<file path="src/rtl/smc_pkg.sv">
`timescale 1ns/1ps
package smc_pkg;
  localparam logic [7:0] OPC_PUSH = 8'h20;
  localparam logic [7:0] OPC_POP  = 8'h21;
  localparam logic [7:0] OPC_ADD  = 8'h30;
  localparam logic [7:0] OPC_SUB  = 8'h31;
  localparam logic [7:0] OPC_MUL  = 8'h32;
  localparam logic [7:0] OPC_HALT = 8'hFF;

  typedef enum logic [2:0] {K_PUSH, K_POP, K_ALU, K_HALT, K_BAD} kind_t;
  typedef enum logic [1:0] {A_ADD, A_SUB, A_MUL} alu_t;
  typedef enum logic [2:0] {S_IREQ, S_IWAIT, S_EXEC, S_DREQ, S_DWAIT, S_HALT} state_t;
  typedef enum logic [1:0] {SO_NONE, SO_PUSH, SO_POP, SO_FOLD} stk_op_t;
endpackage

</file>
<file path="src/rtl/smc_decode.sv">
`timescale 1ns/1ps
module smc_decode
  import smc_pkg::*;
(
  input  logic [7:0] opc,
  output kind_t      kind,
  output alu_t       alu_sel,
  output logic       long_form,
  output logic [1:0] need
);
  always_comb begin
    kind    = K_BAD;
    alu_sel = A_ADD;
    need    = 2'd0;
    case (opc)
      OPC_PUSH: kind = K_PUSH;
      OPC_POP:  begin kind = K_POP; need = 2'd1; end
      OPC_ADD:  begin kind = K_ALU; alu_sel = A_ADD; need = 2'd2; end
      OPC_SUB:  begin kind = K_ALU; alu_sel = A_SUB; need = 2'd2; end
      OPC_MUL:  begin kind = K_ALU; alu_sel = A_MUL; need = 2'd2; end
      OPC_HALT: kind = K_HALT;
      default:  kind = K_BAD;
    endcase
    long_form = (kind == K_PUSH) || (kind == K_POP);
  end
endmodule

</file>
<file path="src/rtl/smc_alu.sv">
`timescale 1ns/1ps
module smc_alu
  import smc_pkg::*;
#(
  parameter int W = 32
) (
  input  logic [W-1:0] lhs,
  input  logic [W-1:0] rhs,
  input  alu_t         sel,
  output logic [W-1:0] res
);
  always_comb begin
    case (sel)
      A_SUB:   res = lhs - rhs;
      A_MUL:   res = lhs * rhs;
      default: res = lhs + rhs;
    endcase
  end
endmodule

</file>
<file path="src/rtl/smc_stack.sv">
`timescale 1ns/1ps
module smc_stack
  import smc_pkg::*;
#(
  parameter int W     = 32,
  parameter int DEPTH = 16
) (
  input  logic                       clk,
  input  logic                       rst_n,
  input  stk_op_t                    op,
  input  logic [W-1:0]               wdata,
  output logic [W-1:0]               top,
  output logic [W-1:0]               second,
  output logic [$clog2(DEPTH+1)-1:0] count,
  output logic                       full
);
  localparam int CW = $clog2(DEPTH + 1);
  localparam int IW = (DEPTH > 1) ? $clog2(DEPTH) : 1;

  logic [W-1:0]  slot [DEPTH];
  logic [CW-1:0] cnt_m1, cnt_m2;
  logic [IW-1:0] top_idx, sec_idx, new_idx;

  assign cnt_m1  = count - CW'(1);
  assign cnt_m2  = count - CW'(2);
  assign top_idx = cnt_m1[IW-1:0];
  assign sec_idx = cnt_m2[IW-1:0];
  assign new_idx = count[IW-1:0];
  assign top     = slot[top_idx];
  assign second  = slot[sec_idx];
  assign full    = (count == CW'(DEPTH));

  always_ff @(posedge clk or negedge rst_n) begin
    if (!rst_n) begin
      count <= '0;
    end else begin
      case (op)
        SO_PUSH: count <= count + CW'(1);
        SO_POP:  count <= cnt_m1;
        SO_FOLD: count <= cnt_m1;
        default: count <= count;
      endcase
    end
  end

  always_ff @(posedge clk) begin
    if (op == SO_PUSH) slot[new_idx] <= wdata;
    else if (op == SO_FOLD) slot[sec_idx] <= wdata;
  end

  a_r8_no_overflow: assert property (@(posedge clk) disable iff (!rst_n)
    (op == SO_PUSH) |-> !full);
  a_r9_no_underflow_pop: assert property (@(posedge clk) disable iff (!rst_n)
    (op == SO_POP) |-> (count != '0));
  a_r9_no_underflow_fold: assert property (@(posedge clk) disable iff (!rst_n)
    (op == SO_FOLD) |-> (count >= CW'(2)));
  a_r4_push_grows: assert property (@(posedge clk) disable iff (!rst_n)
    (op == SO_PUSH) |=> (count == $past(count) + CW'(1)));
  a_r4_push_lands_on_top: assert property (@(posedge clk) disable iff (!rst_n)
    (op == SO_PUSH) |=> (top == $past(wdata)));
endmodule

</file>
<file path="src/rtl/smc_core.sv">
`timescale 1ns/1ps
module smc_core
  import smc_pkg::*;
#(
  parameter int             DW       = 32,
  parameter int             AW       = 24,
  parameter int             DEPTH    = 16,
  parameter logic [AW-1:0]  RESET_PC = '0
) (
  input  logic          clk,
  input  logic          rst_n,
  output logic          mem_req_valid,
  input  logic          mem_req_ready,
  output logic          mem_req_write,
  output logic          mem_req_word,
  output logic [AW-1:0] mem_req_addr,
  output logic [DW-1:0] mem_req_wdata,
  input  logic          mem_rsp_valid,
  input  logic [DW-1:0] mem_rsp_data,
  output logic          halted,
  output logic          fault
);
  localparam int CW     = $clog2(DEPTH + 1);
  localparam int ABYTES = AW / 8;
  localparam int BIW    = $clog2(ABYTES + 1);
  localparam int LONG   = ABYTES + 1;

  state_t         state;
  logic [AW-1:0]  pc;
  logic [7:0]     opc_q;
  logic [AW-1:0]  addr_q;
  logic [BIW-1:0] bidx;
  logic           fault_q;

  logic [7:0]     rsp_byte, dec_in;
  kind_t          kind;
  alu_t           alu_sel;
  logic           long_form;
  logic [1:0]     need;
  logic           enough;

  stk_op_t        stk_op;
  logic [DW-1:0]  stk_wdata, top, second, alu_res;
  logic [CW-1:0]  count;
  logic           full;

  assign rsp_byte = mem_rsp_data[7:0];
  assign dec_in   = (state == S_IWAIT) ? rsp_byte : opc_q;

  smc_decode u_dec (
    .opc       (dec_in),
    .kind      (kind),
    .alu_sel   (alu_sel),
    .long_form (long_form),
    .need      (need)
  );

  smc_alu #(.W(DW)) u_alu (
    .lhs (second),
    .rhs (top),
    .sel (alu_sel),
    .res (alu_res)
  );

  smc_stack #(.W(DW), .DEPTH(DEPTH)) u_stk (
    .clk    (clk),
    .rst_n  (rst_n),
    .op     (stk_op),
    .wdata  (stk_wdata),
    .top    (top),
    .second (second),
    .count  (count),
    .full   (full)
  );

  assign enough = (count >= CW'(need));

  always_comb begin
    stk_op = SO_NONE;
    case (state)
      S_EXEC:  if (kind == K_ALU && enough) stk_op = SO_FOLD;
      S_DREQ:  if (mem_req_ready && kind == K_POP) stk_op = SO_POP;
      S_DWAIT: if (mem_rsp_valid) stk_op = SO_PUSH;
      default: stk_op = SO_NONE;
    endcase
  end
  assign stk_wdata = (state == S_DWAIT) ? mem_rsp_data : alu_res;

  assign mem_req_valid = (state == S_IREQ) || (state == S_DREQ);
  assign mem_req_word  = (state == S_DREQ);
  assign mem_req_write = (state == S_DREQ) && (kind == K_POP);
  assign mem_req_addr  = (state == S_DREQ) ? addr_q : (pc + AW'(bidx));
  assign mem_req_wdata = mem_req_write ? top : '0;
  assign halted        = (state == S_HALT);
  assign fault         = fault_q;

  always_ff @(posedge clk or negedge rst_n) begin
    if (!rst_n) begin
      state   <= S_IREQ;
      pc      <= RESET_PC;
      opc_q   <= '0;
      addr_q  <= '0;
      bidx    <= '0;
      fault_q <= 1'b0;
    end else begin
      case (state)
        S_IREQ: if (mem_req_ready) state <= S_IWAIT;
        S_IWAIT: if (mem_rsp_valid) begin
          if (bidx == '0) begin
            opc_q <= rsp_byte;
            if (long_form) begin
              bidx  <= BIW'(1);
              state <= S_IREQ;
            end else begin
              state <= S_EXEC;
            end
          end else begin
            addr_q <= {addr_q[AW-9:0], rsp_byte};
            if (bidx == BIW'(ABYTES)) begin
              bidx  <= '0;
              state <= S_EXEC;
            end else begin
              bidx  <= bidx + BIW'(1);
              state <= S_IREQ;
            end
          end
        end
        S_EXEC: begin
          case (kind)
            K_PUSH: begin
              if (full) begin fault_q <= 1'b1; state <= S_HALT; end
              else state <= S_DREQ;
            end
            K_POP: begin
              if (!enough) begin fault_q <= 1'b1; state <= S_HALT; end
              else state <= S_DREQ;
            end
            K_ALU: begin
              if (!enough) begin fault_q <= 1'b1; state <= S_HALT; end
              else begin pc <= pc + AW'(1); state <= S_IREQ; end
            end
            K_HALT: state <= S_HALT;
            default: begin fault_q <= 1'b1; state <= S_HALT; end
          endcase
        end
        S_DREQ: if (mem_req_ready) begin
          if (kind == K_POP) begin
            pc    <= pc + AW'(LONG);
            state <= S_IREQ;
          end else begin
            state <= S_DWAIT;
          end
        end
        S_DWAIT: if (mem_rsp_valid) begin
          pc    <= pc + AW'(LONG);
          state <= S_IREQ;
        end
        default: state <= S_HALT;
      endcase
    end
  end

  a_r11_req_hold: assert property (@(posedge clk) disable iff (!rst_n)
    (mem_req_valid && !mem_req_ready) |=> (mem_req_valid && $stable(mem_req_addr)
      && $stable(mem_req_write) && $stable(mem_req_word) && $stable(mem_req_wdata)));
  a_r11_rsp_expected: assert property (@(posedge clk) disable iff (!rst_n)
    mem_rsp_valid |-> (state == S_IWAIT || state == S_DWAIT));
  a_r12_halt_sticky: assert property (@(posedge clk) disable iff (!rst_n)
    halted |=> (halted && $stable(fault)));
  a_r12_fault_with_halt: assert property (@(posedge clk) disable iff (!rst_n)
    fault |-> halted);
  a_r2_pc_after_load: assert property (@(posedge clk) disable iff (!rst_n)
    (state == S_DWAIT && mem_rsp_valid) |=>
      (mem_req_valid && !mem_req_word && mem_req_addr == $past(pc) + AW'(LONG)));
endmodule

</file>
<file path="config.mk">
export PLATFORM = sky130hd
export DESIGN_NAME = smc_core
export DESIGN_NICKNAME = d
export VERILOG_FILES = /design/src/rtl/smc_pkg.sv /design/src/rtl/smc_decode.sv /design/src/rtl/smc_alu.sv /design/src/rtl/smc_stack.sv /design/src/rtl/smc_core.sv
export SDC_FILE = /design/constraint.sdc
export NUM_CORES = 2
export LEC_CHECK = 0
export BUFFER_PORTS_ARGS = -buffer_cell sky130_fd_sc_hd__buf_2
export CAP_MARGIN = 5
export CORE_ASPECT_RATIO = 2
export CORE_UTILIZATION = 59
export DETAILED_ROUTE_END_ITERATION = 8
export GPL_TIMING_DRIVEN = 0
export MAX_ROUTING_LAYER = met4
export PLACE_DENSITY = 0.76
export SLEW_MARGIN = 40
export SYNTH_ARGS = -nofsm -noshare
export SYNTH_HDL_FRONTEND = slang
export SYNTH_HIERARCHICAL = 1
export SYNTH_SLANG_ARGS = --single-unit
</file>
<file path="constraint.sdc">
create_clock -name clk -period 8.8 [get_ports clk]
set_input_delay 0 -clock clk [delete_from_list [all_inputs] [get_ports clk]]
set_output_delay 0 -clock clk [all_outputs]
set_load 0.01 [all_outputs]
</file>
## Yosys cells after proc, flatten, opt, wreduce, memory -nomap -nowiden

Memory sizes are Yosys's and may differ from the RTL's.
Cells that the tools add are included.

- Add/sub/neg operators: 9
- Multipliers: 1
- Divide/modulo/power cells: 0
- $lt $le $gt $ge: 1
- Equal/unequal tests: 31
- Shifts and indexed selects: 0
- Mux-type cells: 46
- Bitwise logic cells: 2
- Reductions and logical operators: 20

Operator list:

| cell | number |
|---|---|
| $mux 24 | 6 |
| $mux 32 | 3 |
| $pmux 24 s3 | 1 |
| $pmux 32 s2 | 1 |
| $eq 8x6->1 const B | 5 |
| $add 32x32->32 | 1 |
| $mul 32x32->32 | 1 |
| $reduce_or 32->1 | 1 |
| $sub 32x32->32 | 1 |
| $mux 3 | 9 |
| $add 24x1->24 const B | 1 |
| $add 24x2->24 | 1 |
| $add 24x3->24 const B | 1 |
| $ne 2x2->1 const B | 9 |
| $pmux 3 s5 | 1 |
| $mux 2 | 7 |
| $eq 3x2->1 const B | 4 |
| $pmux 3 s4 | 1 |
| $pmux 5 s2 | 1 |
| $mux 1 | 9 |
| $pmux 3 s3 | 1 |
| $reduce_and 3->1 | 3 |
| $eq 2x2->1 const B | 4 |
| $eq 8x8->1 const B | 1 |
| 26 further kinds | 37 |

- Flip-flop bits (word level): 67
- Latch bits: 0
- RAM bits: 512
- Memory bits (read-only): 0
- Output and inout bits: 61
- Logic and storage cells: 118
- Memories: 1

Memories:

| name | depth | width | rd ports | clocked after memory_dff | wr ports | RTL line | RTL |
|---|---|---|---|---|---|---|---|
| u_stk.slot | 16 | 32 | 2 | 0 | 1 | smc_stack.sv:20 | `logic [W-1:0] slot [DEPTH];` |

## Logic depth before layout (Yosys ltp)

- Depth in word-level cells: 15
- Depth in mapped cells: 40
- Gate-level depth less buffers: 33

## Modules after synthesis

The synthesis kept the hierarchy.

Modules (own cells, without submodules):

| module | instances | cells an instance | area each (µm²) |
|---|---|---|---|
| smc_stack | 1 | 1110 | 24096.9 |
| smc_alu | 1 | 2132 | 18362.6 |
| smc_core | 1 | 461 | 4349.2 |
| smc_decode | 1 | 20 | 140.1 |

## Worst setup path before layout

No wires, ideal clock.

- Kind: flip-flop to flip-flop
- Start point: reg u_stk.count[1]
- End point: mem u_stk.slot[0][31], data pin
- Library setup time: 0.285 ns
- Arrival time: 9.504 ns
- Path slack: -0.989 ns
- Cell stages (with the launch flop): 38
- Path buffers: 6
- Period minus slack after synthesis: 9.789 ns
- Path through: dfrtp_1 -> buf_2 -> buf_2 -> buf_2 -> inv_1 -> ha_1 -> a21boi_1 -> xnor2_1 -> buf_2 -> mux2i_1 -> clkbuf_1 -> clkbuf_1 -> and2_1 -> fa_1 -> fa_1 -> fa_1 -> inv_1 -> fa_1 -> (+2 left out) -> inv_1 -> fa_1 -> inv_1 -> fa_1 -> inv_1 -> fa_1 -> inv_1 -> ha_1 -> a21o_1 -> a21o_1 -> a21oi_1 -> o21a_1 -> o21ai_2 -> a41o_1 -> o41ai_1 -> xnor2_1 -> mux2i_1 -> mux2_2

- Cells in the longest elaborated chain, start to end: 6

RTL lines:

| element | RTL line | RTL |
|---|---|---|
| from (decl) | smc_stack.sv:14 | `output logic [$clog2(DEPTH+1)-1:0] count,` |
| from (signal assigned) | smc_stack.sv:38 | `SO_PUSH: count <= count + CW'(1);` |
| from (signal assigned) | smc_stack.sv:39 | `SO_POP: count <= cnt_m1;` |
| from (signal assigned) | smc_stack.sv:40 | `SO_FOLD: count <= cnt_m1;` |
| $sub 5x1->5 * | smc_stack.sv:24 | `assign cnt_m1 = count - CW'(1);` |
| $mem_v2 16x32 * | n/a |  |
| named net top[6] | smc_core.sv:43 | `logic [DW-1:0] stk_wdata, top, second, alu_res;` |
| $mul 32x32->32 (tied with other cells) | smc_alu.sv:15 | `A_MUL: res = lhs * rhs;` |
| $pmux 32 s2 * | smc_alu.sv:13 | `case (sel)` |
| named net alu_res[31] | smc_core.sv:43 |  |
| $mux 32 * | smc_core.sv:87 | `assign stk_wdata = (state == S_DWAIT) ? mem_rsp_data : alu_res;` |
| named net stk_wdata[31] | smc_core.sv:43 |  |
| $mux 32 (no line) * | n/a |  |
| to (decl) | smc_stack.sv:20 |  |

The timed path passes the listed nets; every way through them passes the cells marked *.

## Final worst setup path

- Start point: reg u_stk.count[1]
- End point: mem u_stk.slot[7][31], data pin

- Cells in the longest elaborated chain, start to end: 6

RTL lines:

| element | RTL line | RTL |
|---|---|---|
| $sub 4x2->4 * | smc_stack.sv:25 | `assign cnt_m2 = count - CW'(2);` |
| $mem_v2 16x32 * | n/a |  |
| named net second[13] | smc_core.sv:43 |  |
| $mul 32x32->32 (tied with other cells) | smc_alu.sv:15 |  |
| $pmux 32 s2 * | smc_alu.sv:13 |  |
| named net alu_res[31] | smc_core.sv:43 |  |
| $mux 32 * | smc_core.sv:87 |  |
| named net stk_wdata[31] | smc_core.sv:43 |  |
| $mux 32 (no line) * | n/a |  |

Marked as above.

==> results by stage <==
Outcome:
- The flow ran to the end, but the final reports show violations.
- The checks that failed: capacitance limit, slew limit, setup timing.

Setup path:
- The critical path starts at u_stk/count[1]$_DFFE_PN0P_.
- The worst path required time is 9.28 ns.
- The cell family contributing the most delay on the critical path is adder cells.
- Together, buffers and inverters on the worst path number 12.
- STA puts the critical path data arrival time at roughly 11 ns.
- Among the stages of the critical path, the cell type that occurs most often is fa_1.
- The logic depth of the worst setup path including buffers is 36.
- The critical path endpoint category is a flip-flop.
- The startpoint of the lowest-slack register-to-register path is u_stk/count[1]$_DFFE_PN0P_.
- The worst setup path is launched from a flip-flop.
- The largest single stage delay on the critical path is 0.59 ns.
- The worst-case reg-to-reg path depth is 36.
- In this run the worst path has a maximum fanout of 10.
- The master of the slowest instance on the critical path is o41ai_4.
- The type of the worst setup path is reg -> reg.

Placed design:
- Summing all placed instances gives a cell area of slightly above 0.05 mm2.
- The wire-length estimate of the detail-placed layout is 127 mm.
- In this run the tool buffered the top-level ports with 96 buffer cells.
- Routability-driven placement finished with a final weighted congestion of 1.04.

Synthesis:
- Among all flip-flop cells after synthesis, the most frequent one is edfxtp_1.
- Yosys printed 6 warnings.
- The gate count after technology mapping is ~3,700.
- Synthesis produced a netlist with a net count of 4,340.
- In this run, distinct cell masters in the synthesized netlist total 93.
- The post-synthesis area per instance is 12.6 um2.
- Summing every instance area after synthesis gives between 0.04 and 0.05 mm2.
- The flip-flop and latch count after synthesis is 579.
- Yosys mapped a number of flops with a built-in enable equal to 512.
- The share of synthesized area occupied by flip-flops and latches is between 30 and 40%.
- The proportion of register bits with asynchronous set or reset after synthesis is 11.6%.

STA:
- Timing would allow up to 96.5 MHz.
- The final number of hold-violating endpoints is 0.
- For the pin with the worst max-slew slack, the measured transition is between 1.5 and 2 ns.
- The count of final max-slew check failures was 11.
- The final critical path takes up 118% of the cycle.
- The worst slew margin relative to its limit is -1.69%.
- The setup skew after layout is 0.116 ns.
- Setup repair after global routing could not meet its margin everywhere.
- The number of failing setup endpoints in the final timing report is 336.
- The final critical-path setup slack is -1.56 ns.
- The post-route minimum period is ~10 ns.

Layout:
- The synthesis-to-finish area growth is 19.6%.
- Once layout is done, the placed cells without fillers occupy 0.0561 mm2.
- The leading cell type in the layout, fill and taps excluded is edfxtp_1.
- The post-route netlist has 28.3% of its cells at a drive strength greater than 1.
- In the layout the commonest cells are edfxtp_1, inv_1, fa_1, and2_1, nand2_1.
- After the last flow step, the layout net total stands at 4,737.

Route:
- The iteration-0 DRC count of the detailed router is 3,856.
- Using the TritonRoute via totals, the vias-per-cell ratio works out to 6.85.
- The first detailed-routing pass took 6 iterations.
- For this block, the routed nets add up to 186 mm of wire.
- Summing over every cut layer, the via total after detailed routing is approximately 36,000.
- The routed length per placed instance is approximately 36 um.
- The number of nets with antenna violations after routing is 0.
- In the routed design, unresolved DRC markers number 0.

Clock network:
- The maximum clock insertion buffer count is 3.
- In this run the clock root is driven by a clkbuf_16.
- The total clock buffers created by CTS is 48.
- The clock reaches the later pin of the worst-skew pair after 0.72 ns.
- The H-tree was split into 2 levels.
- After clock tree synthesis, the clock-pin slew on the worst setup and hold paths is 0.08 ns.
- The tree built by TritonCTS fans out to 579 sinks.
- TritonCTS built the clock tree.

Global routing:
- The total global routing overflow is 0.
- Entering global routing, the biggest net connects 59 pins.
- The initial antenna violation count was 16.
- The global-route usage over all layers is 46.8%.
- The global-route wire length before repair is 254 mm.
- The number of global-route vias before repair came to 37,000.

Floorplan:
- The core region is slightly below 0.08 mm2.
- The floorplan has 146 rows.
- The number of top-level pins is between 90 and 100.
- Once the floorplan was initialized, standard cells occupied 59.5% of the core.
- The die covers 0.0808 mm2.
- Measured along the y axis, the die boundary spans 401 um.
- The horizontal die dimension is 201 um.

Hold path:
- The cell count of the worst hold path is 3.
- The path type of the worst min-delay path is in -> reg.
- The worst hold path begins at mem_rsp_data[6].

Run:
- Across the run, the number of max-cap violations was 1.
==> tightest hold or removal path: cells and delay by family <==
family / cells / cell delay (ns)
mux: 1 / 0.15
buf+inv: 2 / 0.68
==> metal layers <==
| metal | vias up | track usage (%) | share of wire, % |
|---|---|---|---|
| li1 | 13700 | - | - |
| met1 | 17600 | 43.0 | 27 |
| met2 | 2975 | 73.8 | 48 |
| met3 | 1381 | 13.6 | 11 |
| met4 | 0 | 50.9 | 14 |
| met5 | - | - | 0 |
==> final timing paths <==
check / to / slack [ns]
max in group asynchronous: pc[10]$_DFFE_PN0P_ / 7.65
setup / recovery: u_stk/slot[7][31]$_DFFE_PP_ / -1.56
setup reg to reg: u_stk/slot[7][31]$_DFFE_PP_ / -1.56
min in group asynchronous: opc_q[5]$_DFFE_PN0P_ / 0.44
hold reg to reg: fault$_DFFE_PN0P_ / 0.48
hold / removal: addr_q[6]$_DFFE_PN0P_ / 0.18
==> synthesized netlist by cell type (5+ instances only) <==
master	n	area, um2
buf_6	12	135
clkbuf_1	131	492
o21ai_0	67	335
edfxtp_1	512	15400
nand2_1	308	1160
nand3b_1	8	60.1
a21o_1	28	210
inv_1	456	1710
buf_4	12	90.1
and2_1	343	2150
nor4_1	5	31.3
fa_1	410	8210
mux2_2	71	800
mux2i_1	201	2010
ha_1	171	2140
xor2_1	53	464
dfrtp_1	67	1680
a21oi_1	86	430
nand4_1	26	163
buf_1	6	22.5
a31oi_1	7	43.8
mux4_2	256	5770
and3_1	6	37.5
nor2b_1	9	56.3
o31ai_1	10	75.1
nor3_1	16	80.1
or3_1	8	50.1
o22ai_1	5	31.3
o21bai_1	8	60.1
nand3_1	32	160
nand2b_1	15	93.8
a211oi_1	8	60.1
nor3b_1	5	37.5
o21a_1	5	37.5
nor2_1	72	270
mux2_1	5	56.3
buf_2	58	290
xnor2_1	142	1240
==> final cells by class <==
type | count | area, um2
sequential | 579 | 17100
inverter | 458 | 1730
buffer | 208 | 1990
antenna | 18 | 45.0
timing repair buffer | 354 | 3310
tap | 1036 | 1300
clock inverter | 27 | 265
multi-input combinational | 2471 | 29200
fill | 5270 | 22800
clock buffer | 59 | 1260
==> metrics by stage <==
step / setup TNS [ns] / hold WS, ns / cells / setup slack [ns] / util (%)
floorplan: -0.965 / -0.296 / 3723 / -0.0603 / -
global placement: -1325.04 / 0.330 / 4855 / -4.33 / 62.5
detailed placement: -936.86 / -0.181 / 4903 / -3.66 / 64.1
CTS: -276.13 / 0.202 / 5117 / -1.23 / 69.4
global route: -402.32 / 0.202 / 5208 / -1.66 / 71.1
finish: -351.85 / 0.183 / 5210 / -1.56 / 71.1
==> flip-flops by register name (all words and copies together) (netlist names) <==
register     count
u_stk/slot     512
addr_q          24
pc              24
opc_q            8
u_stk/count      5
state            3
bidx             2
fault            1
==> cell families (layout without fill, tap and decap cells) <==
| logic type | after synthesis | after routing | share of synthesized area (%) |
|---|---|---|---|
| mux | 533 | 537 | 18.4 |
| buf+inv | 677 | 1106 | 5.86 |
| simple gates | 885 | 885 | 9.94 |
| xor+xnor | 198 | 198 | 3.77 |
| fa+ha+maj | 581 | 581 | 22.0 |
| compound gates | 270 | 270 | 3.69 |
| flops | 579 | 579 | 36.3 |
| other cells | 0 | 18 | 0 |
==> repair_timing <==
action | 4_1_cts | 5_1_grt
hold buffers | 36 | 0
pin swaps | 28 | 34
cloned | 7 | 1
setup endpoints to repair | 384 | 336
buffers inserted | 92 | 80
resized for setup | 345 | 176
endpoints found under the hold margin | 452 | 0
Power is left out: the tool's default activity adds up to more than one toggle a clock period on the data nets, which glitch-free logic cannot reach.
